$ cat src/rtl/ssp_pkg.sv
package ssp_pkg;

  // Per-cycle events raised by the bit timer for the shifter.
  typedef struct packed {
    logic go;      // start accepted this edge
    logic adv;     // next edge opens a new bit slot
    logic sample;  // next edge raises the shift clock
    logic finish;  // next edge ends the transfer
  } ssp_evt_t;

endpackage

$ cat src/rtl/ssp_bit_timer.sv
module ssp_bit_timer #(
  parameter int DATA_W  = 8,
  parameter int HALF_TC = 4,
  parameter int LEAD_TC = 2
) (
  input  logic              clk,
  input  logic              rst,
  input  logic              start,
  output logic              busy_o,
  output logic              sclk_o,
  output ssp_pkg::ssp_evt_t evt_o
);
  localparam int SLOT  = 2 * HALF_TC;
  localparam int PH_W  = $clog2(SLOT);
  localparam int BIT_W = (DATA_W > 1) ? $clog2(DATA_W) : 1;
  localparam logic [PH_W-1:0]  PH_END  = PH_W'(SLOT - 1);
  localparam logic [PH_W-1:0]  PH_LOW  = PH_W'(LEAD_TC);
  localparam logic [PH_W-1:0]  PH_RISE = PH_W'(LEAD_TC + HALF_TC);
  localparam logic [PH_W-1:0]  PH_PRE  = PH_W'(LEAD_TC + HALF_TC - 1);
  localparam logic [BIT_W-1:0] BIT_END = BIT_W'(DATA_W - 1);

  logic [PH_W-1:0]  ph_q, ph_d;
  logic [BIT_W-1:0] bit_q, bit_d;
  logic             busy_q, busy_d, sclk_q, low_d;
  logic             go, slot_end, last_bit;

  assign go       = start && !busy_q;
  assign slot_end = busy_q && (ph_q == PH_END);
  assign last_bit = (bit_q == BIT_END);

  always_comb begin
    busy_d = busy_q;
    ph_d   = ph_q;
    bit_d  = bit_q;
    if (go) begin
      busy_d = 1'b1;
      ph_d   = '0;
      bit_d  = '0;
    end else if (busy_q) begin
      if (ph_q == PH_END) begin
        ph_d = '0;
        if (last_bit) busy_d = 1'b0;
        else          bit_d  = bit_q + 1'b1;
      end else begin
        ph_d = ph_q + 1'b1;
      end
    end
    low_d = busy_d && (ph_d >= PH_LOW) && (ph_d < PH_RISE);
  end

  always_ff @(posedge clk) begin
    if (rst) begin
      busy_q <= 1'b0;
      ph_q   <= '0;
      bit_q  <= '0;
      sclk_q <= 1'b1;
    end else begin
      busy_q <= busy_d;
      ph_q   <= ph_d;
      bit_q  <= bit_d;
      sclk_q <= !low_d;
    end
  end

  assign busy_o        = busy_q;
  assign sclk_o        = sclk_q;
  assign evt_o.go      = go;
  assign evt_o.adv     = slot_end && !last_bit;
  assign evt_o.sample  = busy_q && (ph_q == PH_PRE);
  assign evt_o.finish  = slot_end && last_bit;


  sclk_idle_high_chk: assert property (@(posedge clk) disable iff (rst)
    !busy_o |-> sclk_o);


  start_ignored_chk: assert property (@(posedge clk) disable iff (rst)
    busy_q && start && (ph_q != PH_END) |=> busy_q && (ph_q == $past(ph_q) + 1'b1));

endmodule

$ cat src/rtl/ssp_shift_unit.sv
module ssp_shift_unit #(
  parameter int DATA_W = 8
) (
  input  logic              clk,
  input  logic              rst,
  input  ssp_pkg::ssp_evt_t evt,
  input  logic              busy,
  input  logic              sclk,
  input  logic              dir_tx,
  input  logic [DATA_W-1:0] tx_byte,
  input  logic              sdata_i,
  output logic              sdata_o,
  output logic              sdata_oe,
  output logic [DATA_W-1:0] rx_byte,
  output logic              done
);
  logic [DATA_W-1:0] tx_sh, rx_sh, rx_q;
  logic              dout_q, oe_q, dir_q, done_q;

  always_ff @(posedge clk) begin
    if (rst) begin
      tx_sh  <= '0;
      rx_sh  <= '0;
      rx_q   <= '0;
      dout_q <= 1'b1;
      oe_q   <= 1'b0;
      dir_q  <= 1'b0;
      done_q <= 1'b0;
    end else begin
      if (evt.go) begin
        tx_sh  <= tx_byte >> 1;
        dout_q <= dir_tx ? tx_byte[0] : 1'b1;
        oe_q   <= dir_tx;
        dir_q  <= dir_tx;
        done_q <= 1'b0;
      end
      if (evt.adv) begin
        tx_sh  <= tx_sh >> 1;
        dout_q <= dir_q ? tx_sh[0] : 1'b1;
      end
      if (evt.sample) begin
        rx_sh <= {sdata_i, rx_sh[DATA_W-1:1]};
      end
      if (evt.finish) begin
        dout_q <= 1'b1;
        oe_q   <= 1'b0;
        done_q <= 1'b1;
        if (!dir_q) rx_q <= rx_sh;
      end
    end
  end

  assign sdata_o  = dout_q;
  assign sdata_oe = oe_q;
  assign rx_byte  = rx_q;
  assign done     = done_q;


  oe_only_busy_chk: assert property (@(posedge clk) disable iff (rst)
    sdata_oe |-> busy);


  data_hold_chk: assert property (@(posedge clk) disable iff (rst)
    busy && !sclk |=> $stable(sdata_o));


  done_at_end_chk: assert property (@(posedge clk) disable iff (rst)
    $rose(done) |-> $fell(busy));


  rx_kept_on_tx_chk: assert property (@(posedge clk) disable iff (rst)
    dir_q && busy |=> $stable(rx_byte));

endmodule

$ cat src/rtl/ssp_sync_master.sv
module ssp_sync_master #(
  parameter int DATA_W  = 8,
  parameter int HALF_TC = 4,
  parameter int LEAD_TC = 2
) (
  input  logic              clk,
  input  logic              rst,
  input  logic              start,
  input  logic              dir_tx,
  input  logic [DATA_W-1:0] tx_byte,
  output logic [DATA_W-1:0] rx_byte,
  output logic              busy,
  output logic              done,
  output logic              sclk_o,
  output logic              sdata_o,
  output logic              sdata_oe,
  input  logic              sdata_i
);
  ssp_pkg::ssp_evt_t evt;

  ssp_bit_timer #(
    .DATA_W (DATA_W),
    .HALF_TC(HALF_TC),
    .LEAD_TC(LEAD_TC)
  ) i_timer (
    .clk   (clk),
    .rst   (rst),
    .start (start),
    .busy_o(busy),
    .sclk_o(sclk_o),
    .evt_o (evt)
  );

  ssp_shift_unit #(
    .DATA_W(DATA_W)
  ) i_shift (
    .clk     (clk),
    .rst     (rst),
    .evt     (evt),
    .busy    (busy),
    .sclk    (sclk_o),
    .dir_tx  (dir_tx),
    .tx_byte (tx_byte),
    .sdata_i (sdata_i),
    .sdata_o (sdata_o),
    .sdata_oe(sdata_oe),
    .rx_byte (rx_byte),
    .done    (done)
  );

endmodule

$ cat config.mk
export PLATFORM = sky130hd
export DESIGN_NAME = ssp_sync_master
export DESIGN_NICKNAME = d
export VERILOG_FILES = /design/src/rtl/ssp_pkg.sv /design/src/rtl/ssp_bit_timer.sv /design/src/rtl/ssp_shift_unit.sv /design/src/rtl/ssp_sync_master.sv
export SDC_FILE = /design/constraint.sdc
export NUM_CORES = 1
export LEC_CHECK = 0
export BUFFER_PORTS_ARGS = -buffer_cell sky130_fd_sc_hd__buf_2
export CAP_MARGIN = 5
export CELL_PAD_IN_SITES_DETAIL_PLACEMENT = 0
export CELL_PAD_IN_SITES_GLOBAL_PLACEMENT = 1
export CORE_MARGIN = 2
export CORE_UTILIZATION = 41
export DETAILED_ROUTE_END_ITERATION = 10
export PLACE_DENSITY = 0.76
export SLEW_MARGIN = 20
export SYNTH_ARGS = -nofsm -noshare
export SYNTH_HDL_FRONTEND = slang
export SYNTH_SLANG_ARGS = --single-unit
$ cat constraint.sdc
create_clock -name clk -period 2 [get_ports clk]
set_input_delay 0.1 -clock clk [delete_from_list [all_inputs] [get_ports clk]]
set_output_delay 0.1 -clock clk [all_outputs]
set_load 0.05 [all_outputs]
==> Word level (Yosys, flattened, before mapping) <==
Index checks and enable logic that the tools add are counted.
{ "word_totals": {"reg_bits": 35, "input_bits": 13, "n_memories": 0, "mem_bits_rw": 0, "latch_bits": 0, "mem_bits_ro": 0} }
{ "classes": {"reduce_logical": 16, "shifts": 0, "n_addsub": 2, "eq_ne": 3, "n_mul": 0, "n_mux": 15, "bitwise": 2, "n_lt_le_gt_ge": 2, "n_div": 0} }
{ "op_table": {"columns": ["op", "count"], "rows": [
  ["$mux 7", 2],
  ["$mux 1", 10],
  ["$eq 3x3->1 const B", 3],
  ["$mux 3", 3],
  ["$logic_and 1x1->1", 7],
  ["$add 3x1->3 const B", 2],
  ["$reduce_bool 2->1", 2],
  ["$reduce_or 2->1", 2],
  ["$ge 3x2->1 const B", 1],
  ["$logic_not 1->1", 3],
  ["$lt 3x3->1 const B", 1],
  ["$reduce_and 3->1", 1],
  ["$not 1->1", 2],
  ["$reduce_and 2->1", 1]
]} }

==> Depth between registers and ports, before layout <==
Gate-level depths: netlist of run 1.
{ "depth": {"word_depth": 8, "depth_mapped": 6, "mapped_depth_nobuf": 5} }

==> Modules after synthesis <==
A second synthesis of run 1 with hierarchy kept.
{ "hier_totals": {"hier_cells": 149, "hier_area_um2": 1483.9} }
{ "by_module_without_submodules": {"columns": ["mod", "area_per_inst_um2", "cells_each", "instances", "seq_area_each_um2"], "rows": [
  ["ssp_shift_unit", 1074.8, 110, 1, 540.5],
  ["ssp_bit_timer", 409.1, 39, 1, 160.2]
]} }

==> Worst setup path before layout of run 1 <==
OpenSTA, ideal clock, no wires.
{ "synth_path": {"path_type": "register to register", "start": "register i_timer.busy_q (netlist: i_timer.busy_o)", "end": "register i_shift.tx_sh[1]", "setup_slack_ps": 557, "setup_time_ps": 88, "arrival_ps": 1355, "stages_incl_launch_ff": 5, "path_buffers": 1, "period_less_slack_ps": 1443, "cell_sequence": "dfxtp_1 -> nand2b_1 -> buf_6 -> nand2_1 -> a311oi_2"} }
{ "synth_via": {"elab_chain_cells": 3} }
{ "synth_rtl": {"columns": ["element", "line_no", "text"], "rows": [
  ["from (decl)", "ssp_bit_timer.sv:24", "logic busy_q, busy_d, sclk_q, low_d;"],
  ["from (signal assigned)", "ssp_bit_timer.sv:58", "busy_q <= busy_d;"],
  ["$logic_and 1x1->1 or $logic_not 1->1 (tied branches)", "ssp_bit_timer.sv:28, ssp_bit_timer.sv:27", null],
  ["$logic_and 1x1->1 (on tied branches)", "ssp_bit_timer.sv:68, ssp_bit_timer.sv:27", null],
  ["$mux 7 or $reduce_bool 2->1 (tied branches)", null, null],
  ["to (signal assigned)", "ssp_shift_unit.sv:31", "tx_sh <= tx_byte >> 1;"],
  ["to (signal assigned)", "ssp_shift_unit.sv:38", "tx_sh <= tx_sh >> 1;"],
  ["to (decl)", "ssp_shift_unit.sv:17", "logic [DATA_W-1:0] tx_sh, rx_sh, rx_q;"]
]} }
Several ways; a longest one is shown, not always the timed one.
A chain may end at the register's enable or synchronous reset.

==> Worst setup path in the final report of run 1 <==
{ "layout_path": {"start": "register i_timer.busy_q (netlist: i_timer.busy_o)", "end": "register i_shift.tx_sh[2]"} }
Same word-level chain as after synthesis.

==> results of run 1 <==
cell type report:
| class | count | area (sq um) |
|---|---|---|
| clock buffers | 6 | 51.3 |
| clock inverters | 2 | 35.0 |
| fillers | 339 | 1710 |
| inverters | 3 | 11.3 |
| multi-input cells | 110 | 716 |
| flip-flops and latches | 35 | 701 |
| well taps | 46 | 57.6 |
| repair buffers | 26 | 135 |
power by group through the flow:
stage	Combinational (mW)	Clock [mW]	Sequential (mW)
after CTS	0.0935	0.546	0.727
after global placement	0.0901	0	0.742
after floorplan	0.0646	0	0.750
after global routing	0.102	0.590	0.730
final	0.0926	0.532	0.727
after detailed placement	0.0917	0	0.743
worst max-delay path, cell delays in order, from the launching register on:
cell      delay (ps)
dfxtp_1          740
nand2b_1         410
nand2_1          110
a311oi_2         270
cell families after synthesis:
logic type,Yosys count
and+or+nand+nor,69
buffers and inverters,12
xor gates and xnor gates,2
AOI/OAI and AO/OA,23
DFF,35
muxes,11
adders and majority gates,5
worst paths after layout:
path	from	endpoint	slack, ps	cells after the start
min reg2reg	i_shift.rx_byte[3]$_SDFFE_PP0P_	i_shift.rx_byte[3]$_SDFFE_PP0P_	460	2
min	tx_byte[0]	i_shift.sdata_o$_SDFFE_PP1P_	30	3
max	i_timer.busy_o$_SDFF_PP0_	i_shift.tx_sh[2]$_SDFFE_PP0P_	380	3
max reg2reg	i_timer.busy_o$_SDFF_PP0_	i_shift.tx_sh[2]$_SDFFE_PP0P_	380	3
metrics by stage:
step / instances / setup WS [ps]
2_1_floorplan: 157 / 557
3_3_place_gp: 219 / 457
3_5_place_dp: 219 / 402
4_1_cts: 228 / 377
5_1_grt: 228 / 219
6_report: 228 / 384
cells in the mapped netlist (all sizes together):
| cell type | count | area [sq um] |
|---|---|---|
| nor2 | 20 | 77.6 |
| a21oi | 13 | 65.1 |
| nor2b | 1 | 8.76 |
| buf | 6 | 53.8 |
| xnor2 | 1 | 8.76 |
| nand3b | 1 | 20.0 |
| inv | 3 | 11.3 |
| clkbuf | 3 | 11.3 |
| ha | 5 | 62.6 |
| nand3 | 2 | 22.5 |
| and4b | 1 | 10.0 |
| nor3b | 3 | 22.5 |
| nand2 | 32 | 120 |
| xor2 | 1 | 8.76 |
| o21ai | 2 | 10.0 |
| mux2i | 11 | 110 |
| nor3 | 4 | 20.0 |
| dfxtp | 35 | 701 |
| a311oi | 6 | 90.1 |
| a22oi | 1 | 7.51 |
| or3b | 2 | 17.5 |
| a31oi | 1 | 6.26 |
| nand2b | 2 | 12.5 |
| nand4b | 1 | 15.0 |
registers in the layout, indices dropped and copies added (netlist names):
name and cells:
i_shift.rx_sh 8, i_timer.busy_o 1, i_shift.tx_sh 7, i_shift.rx_byte 8, i_timer.bit_q 3, i_shift.sdata_o 1
i_timer.ph_q 3, i_shift.done 1, i_shift.dir_q 1, i_timer.sclk_o 1, i_shift.sdata_oe 1
metal layers:
layer	vias to the layer above	track usage, %
met3	6	5.81
met1	527	16.7
met2	31	25.1
met4	0	5.59
met5	-	0
li1	579	-
==> impl_metrics.toml, run 1 <==
[outcome]
outcome = "completed"

[power_and_ir_drop]
power.internal_mw = 1.04
pwr_density_cell_nw_per_um2 = 792
p_total_mw = 1.35
power_switching_mw = 0.308
seqPwrFrac_pct = 53.8
ir_drop_mv = 0.446
power_frac_clock_pct = 39.4
pwr-share-comb_pct = 6.8
p_sw_share_pct = 22.8
power_leakage_nw = 0.800

[run]
drv_cap = 0

[global_routing]
grt_use_total_pct = 14.8
grt_pass1_vias = 1088
gr-total-overflow = 0
grt_antenna_before_repair = 0
grt_max_degree = 34
grt_pass1_wl_mm = 4.69

[clocking]
cts_buffers = 5
clock_latency_ps = 340
cts_post_setup_buffers_inserted = 0
htreeDepth = 2
post_cts_resized = 0
clockRootBuffer = "clkbuf_4"
clock-sinks = 35
clock_path_buffers = 2
cts_tree = "yes"
clk_pin_slew_ps = 100
postCtsHoldBufs = 1

[detailed_routing]
ant_nets = 0
first_pass_iters = 4
wl_met3_um = 179
via_per_inst = 5.01
dr_wl_met2_mm = 1.24
drc_errors = 0
wl_per_cell_um = 11.8
highest_layer = "met4"
drt-met1-wl_mm = 1.23
finalWirelength_mm = 2.69
vias = 1143
first_iter_violations = 42

[yosys]
syn_area_sq_um = 1490
avgSynthCellArea_sq_um = 9.51
synth.mux.area_fraction_pct = 7.38
synth-simple-area-share_pct = 23.2
synth_top_family_by_area = "simple AND/OR/NAND/NOR gates"
synth_compound_area_share_pct = 12.0
synth-xor-area-share_pct = 1.17
synthCells = 157
yosysSeqAreaShare_pct = 46.9
synth_seq_cells = 35
synthAdderAreaFrac_pct = 4.19
synth_nets = 175
yosysWarnings = 0
synth.distinct_cells = 28

[cells_and_area]
final_net_count = 199
most-common-layout-cells = "dfxtp_1 (35), nand2_1 (32), buf_2 (25)"
syn_to_final_growth_pct = 14.3
diodes = 0
layout_commonest_cell = "dfxtp_1"
post-route-cell-area_sq_um = 1710
drive_gt1_share_pct = 24.2
fin_util_pct = 50.0

[worst_setup_path]
endpoint_kind = "register"
crit_type = "register to register"
cp_data_required_time_ps = 2250
cp.arrival_ps = 1870
critPathLaunchType = "register"
crit_fanout = 16

[timing]
whs_ps = 28.3
skew_ps = 5.48
max_freq_ghz = 0.619
rsz0062_at_grt = "false"
period_needed_ps = 1620
fin_tns_setup_ps = 0
setup_viol = 0
worst_pin_slew_ps = 651
finalHoldViolations = 0
drv_slew = 0
relSlewSlack_pct = 56.6
timing.final.crit_share_pct = 80.8

[floorplan]
coreArea_sq_um = 3420
row_count = 21
dieArea_sq_um = 4140
io-pin-count = 26
die_h_um = 64.3
initial_utilization_pct = 43.7
dieWidth_um = 64.3

[placement]
gp_congestion = 0.703
port_buffers = 25
placedInstanceArea_sq_um = 1610
hpwl_mm = 1.85

[min_path]
hold_path_class = "primary input to register"
No activity file was read; power rests on OpenSTA's default activity.
==> run 2, diff against run 1 <==
--- a/config.mk
+++ b/config.mk
@@ -10,9 +10,9 @@
 export CELL_PAD_IN_SITES_DETAIL_PLACEMENT = 0
 export CELL_PAD_IN_SITES_GLOBAL_PLACEMENT = 1
 export CORE_MARGIN = 2
-export CORE_UTILIZATION = 41
+export CORE_UTILIZATION = 37
 export DETAILED_ROUTE_END_ITERATION = 10
-export PLACE_DENSITY = 0.76
+export PLACE_DENSITY = 0.72
 export SLEW_MARGIN = 20
 export SYNTH_ARGS = -nofsm -noshare
 export SYNTH_HDL_FRONTEND = slang
==> constraint.sdc (replaced) <==
create_clock -name clk -period 1.4 [get_ports clk]
set_input_delay 0.07 -clock clk [delete_from_list [all_inputs] [get_ports clk]]
set_output_delay 0.07 -clock clk [all_outputs]
set_load 0.05 [all_outputs]
==> impl_metrics.toml, run 2 (synthesized netlist as in run 1, its figures left out) <==
[floorplan]
io-pin-count = 26
dieWidth_um = 67.5
dieArea_sq_um = 4560
row_count = 23
die_h_um = 67.5
coreArea_sq_um = 3940
initial_utilization_pct = 37.9

[cells_and_area]
diodes = 0
post-route-cell-area_sq_um = 1920
layout_commonest_cell = "nand2_1"
fin_cells = 244
fill_cells = 382
most-common-layout-cells = "nand2_1 (31), dfxtp_1 (30), buf_2 (25)"
final_net_count = 211
syn_to_final_growth_pct = 28.9
drive_gt1_share_pct = 35.1

[global_routing]
grt_pass1_vias = 1214
gr-usage-met3_pct = 5.50
grt_pass1_wl_mm = 5.48
grt_use_total_pct = 16.6
gr-total-overflow = 0
use_met1_pct = 17.9
grt_antenna_before_repair = 0
grt_max_degree = 33
top_usage_layer = "met2"
met2_usage_pct = 28.9

[detailed_routing]
first_pass_iters = 4
wl_per_cell_um = 13.2
finalWirelength_mm = 3.23
ant_nets = 0
via_per_inst = 4.88
drc_errors = 0
vias = 1191
first_iter_violations = 57

[clocking]
clk_pin_slew_ps = 70
cts_buffers = 5
postCtsHoldBufs = 0
clockRootBuffer = "clkbuf_8"
htreeDepth = 2
clock_path_buffers = 2
cts_tree = "yes"
clock_latency_ps = 290
clock-sinks = 35

[worst_setup_path]
crit_fanout = 5
crit_path_end = "i_shift.sdata_o$_SDFFE_PP1P_"
cp_data_required_time_ps = 1580
rrSetupSlack_ps = -7
crit_type = "register to register"
reg2reg_from = "i_timer.bit_q[1]$_SDFFE_PP0P_"
setup.worst_path.start = "i_timer.bit_q[1]$_SDFFE_PP0P_"
critPathLaunchType = "register"
cp.arrival_ps = 1590
r2r.worst_path.cells = 5
rr_endpoint = "i_shift.sdata_o$_SDFFE_PP1P_"
endpoint_kind = "register"

[timing]
drv_slew = 0
timing.final.crit_share_pct = 100
period_needed_ps = 1410
max_freq_ghz = 0.711
fin_ws_ps = -6.93
whs_ps = 31.6
setup_viol = 1
relSlewSlack_pct = 73.8
finalHoldViolations = 0
fin_tns_setup_ps = -6.93
worst_pin_slew_ps = 391
rsz0062_at_grt = "true"
skew_ps = 6.81

[outcome]
outcome = "finished, violations left"
violations = "setup timing"

[run]
drv_cap = 0

[power_and_ir_drop]
power_leakage_nw = 0.900
pwr_density_cell_nw_per_um2 = 1090
ir_drop_mv = 0.523
p_total_mw = 2.10

[placement]
dpl.cell_count = 232
hpwl_mm = 2.18
placedInstanceArea_sq_um = 1690
port_buffers = 25
gp_congestion = 0.745

[min_path]
hold_path_class = "primary input to register"
hp-start = "sdata_i"
## run 2: timing repair
action / 4_1_cts / 5_1_grt
gates cloned: 1 / 0
pin swaps: 1 / 2
setup buffers: 2 / 1
endpoints found under the setup margin: 20 / 19
resized for setup: 11 / 8
## run 2: how the worst min path moves through the flow
stage,slack (ps),cells after the start,endpoint
5_1_grt,20,3,i_shift.rx_sh[7]$_SDFFE_PP0P_
3_3_place_gp,320,3,i_shift.rx_sh[7]$_SDFFE_PP0P_
6_report,30,3,i_shift.rx_sh[7]$_SDFFE_PP0P_
3_5_place_dp,320,3,i_shift.rx_sh[7]$_SDFFE_PP0P_
4_1_cts,10,3,i_shift.rx_sh[7]$_SDFFE_PP0P_
2_1_floorplan,200,2,i_timer.busy_o$_SDFF_PP0_
## run 2: worst max-delay path: stages, from the launching register on
cell	delay, ps
dfxtp_2	340
ha_4	160
ha_4	170
or3b_1	350
a31oi_1	200
o21ai_1	80
## run 2: per-stage QoR
stage                     utilization, %  setup slack (ps)
after global routing                48.8             -72.1
final                               48.8             -6.93
after floorplan                        -              10.3
after detailed placement            42.8             -96.3
after global placement              42.8             -83.8
after CTS                           47.7             -4.90
## run 2: power breakdown
group	switching [mW]	internal, mW	total (mW)	leakage (nW)
clock network	0.370	0.530	0.899	0.0581
registers	0.0235	1.02	1.04	0.286
logic	0.0900	0.0664	0.156	0.556
total	0.483	1.61	2.10	0.900
## run 2: layout make-up
type	count	area (sq um)	share of cell area, %
multi-input combinational	111	805	41.8
clock buffer	5	68.8	3.58
clock inverter	3	43.8	2.28
inverter	3	11.3	0.585
timing repair buffer	37	226	11.8
tap	50	62.6	3.25
sequential	35	707	36.7
## run 2: metal layers
layer  wire length, um  up-vias  share of wire [%]
li1                  -      606                  -
met1              1410      556                 44
met2              1630       23                 50
met3               133        6                4.1
met4                66        0                2.0
met5                 0        -                  0
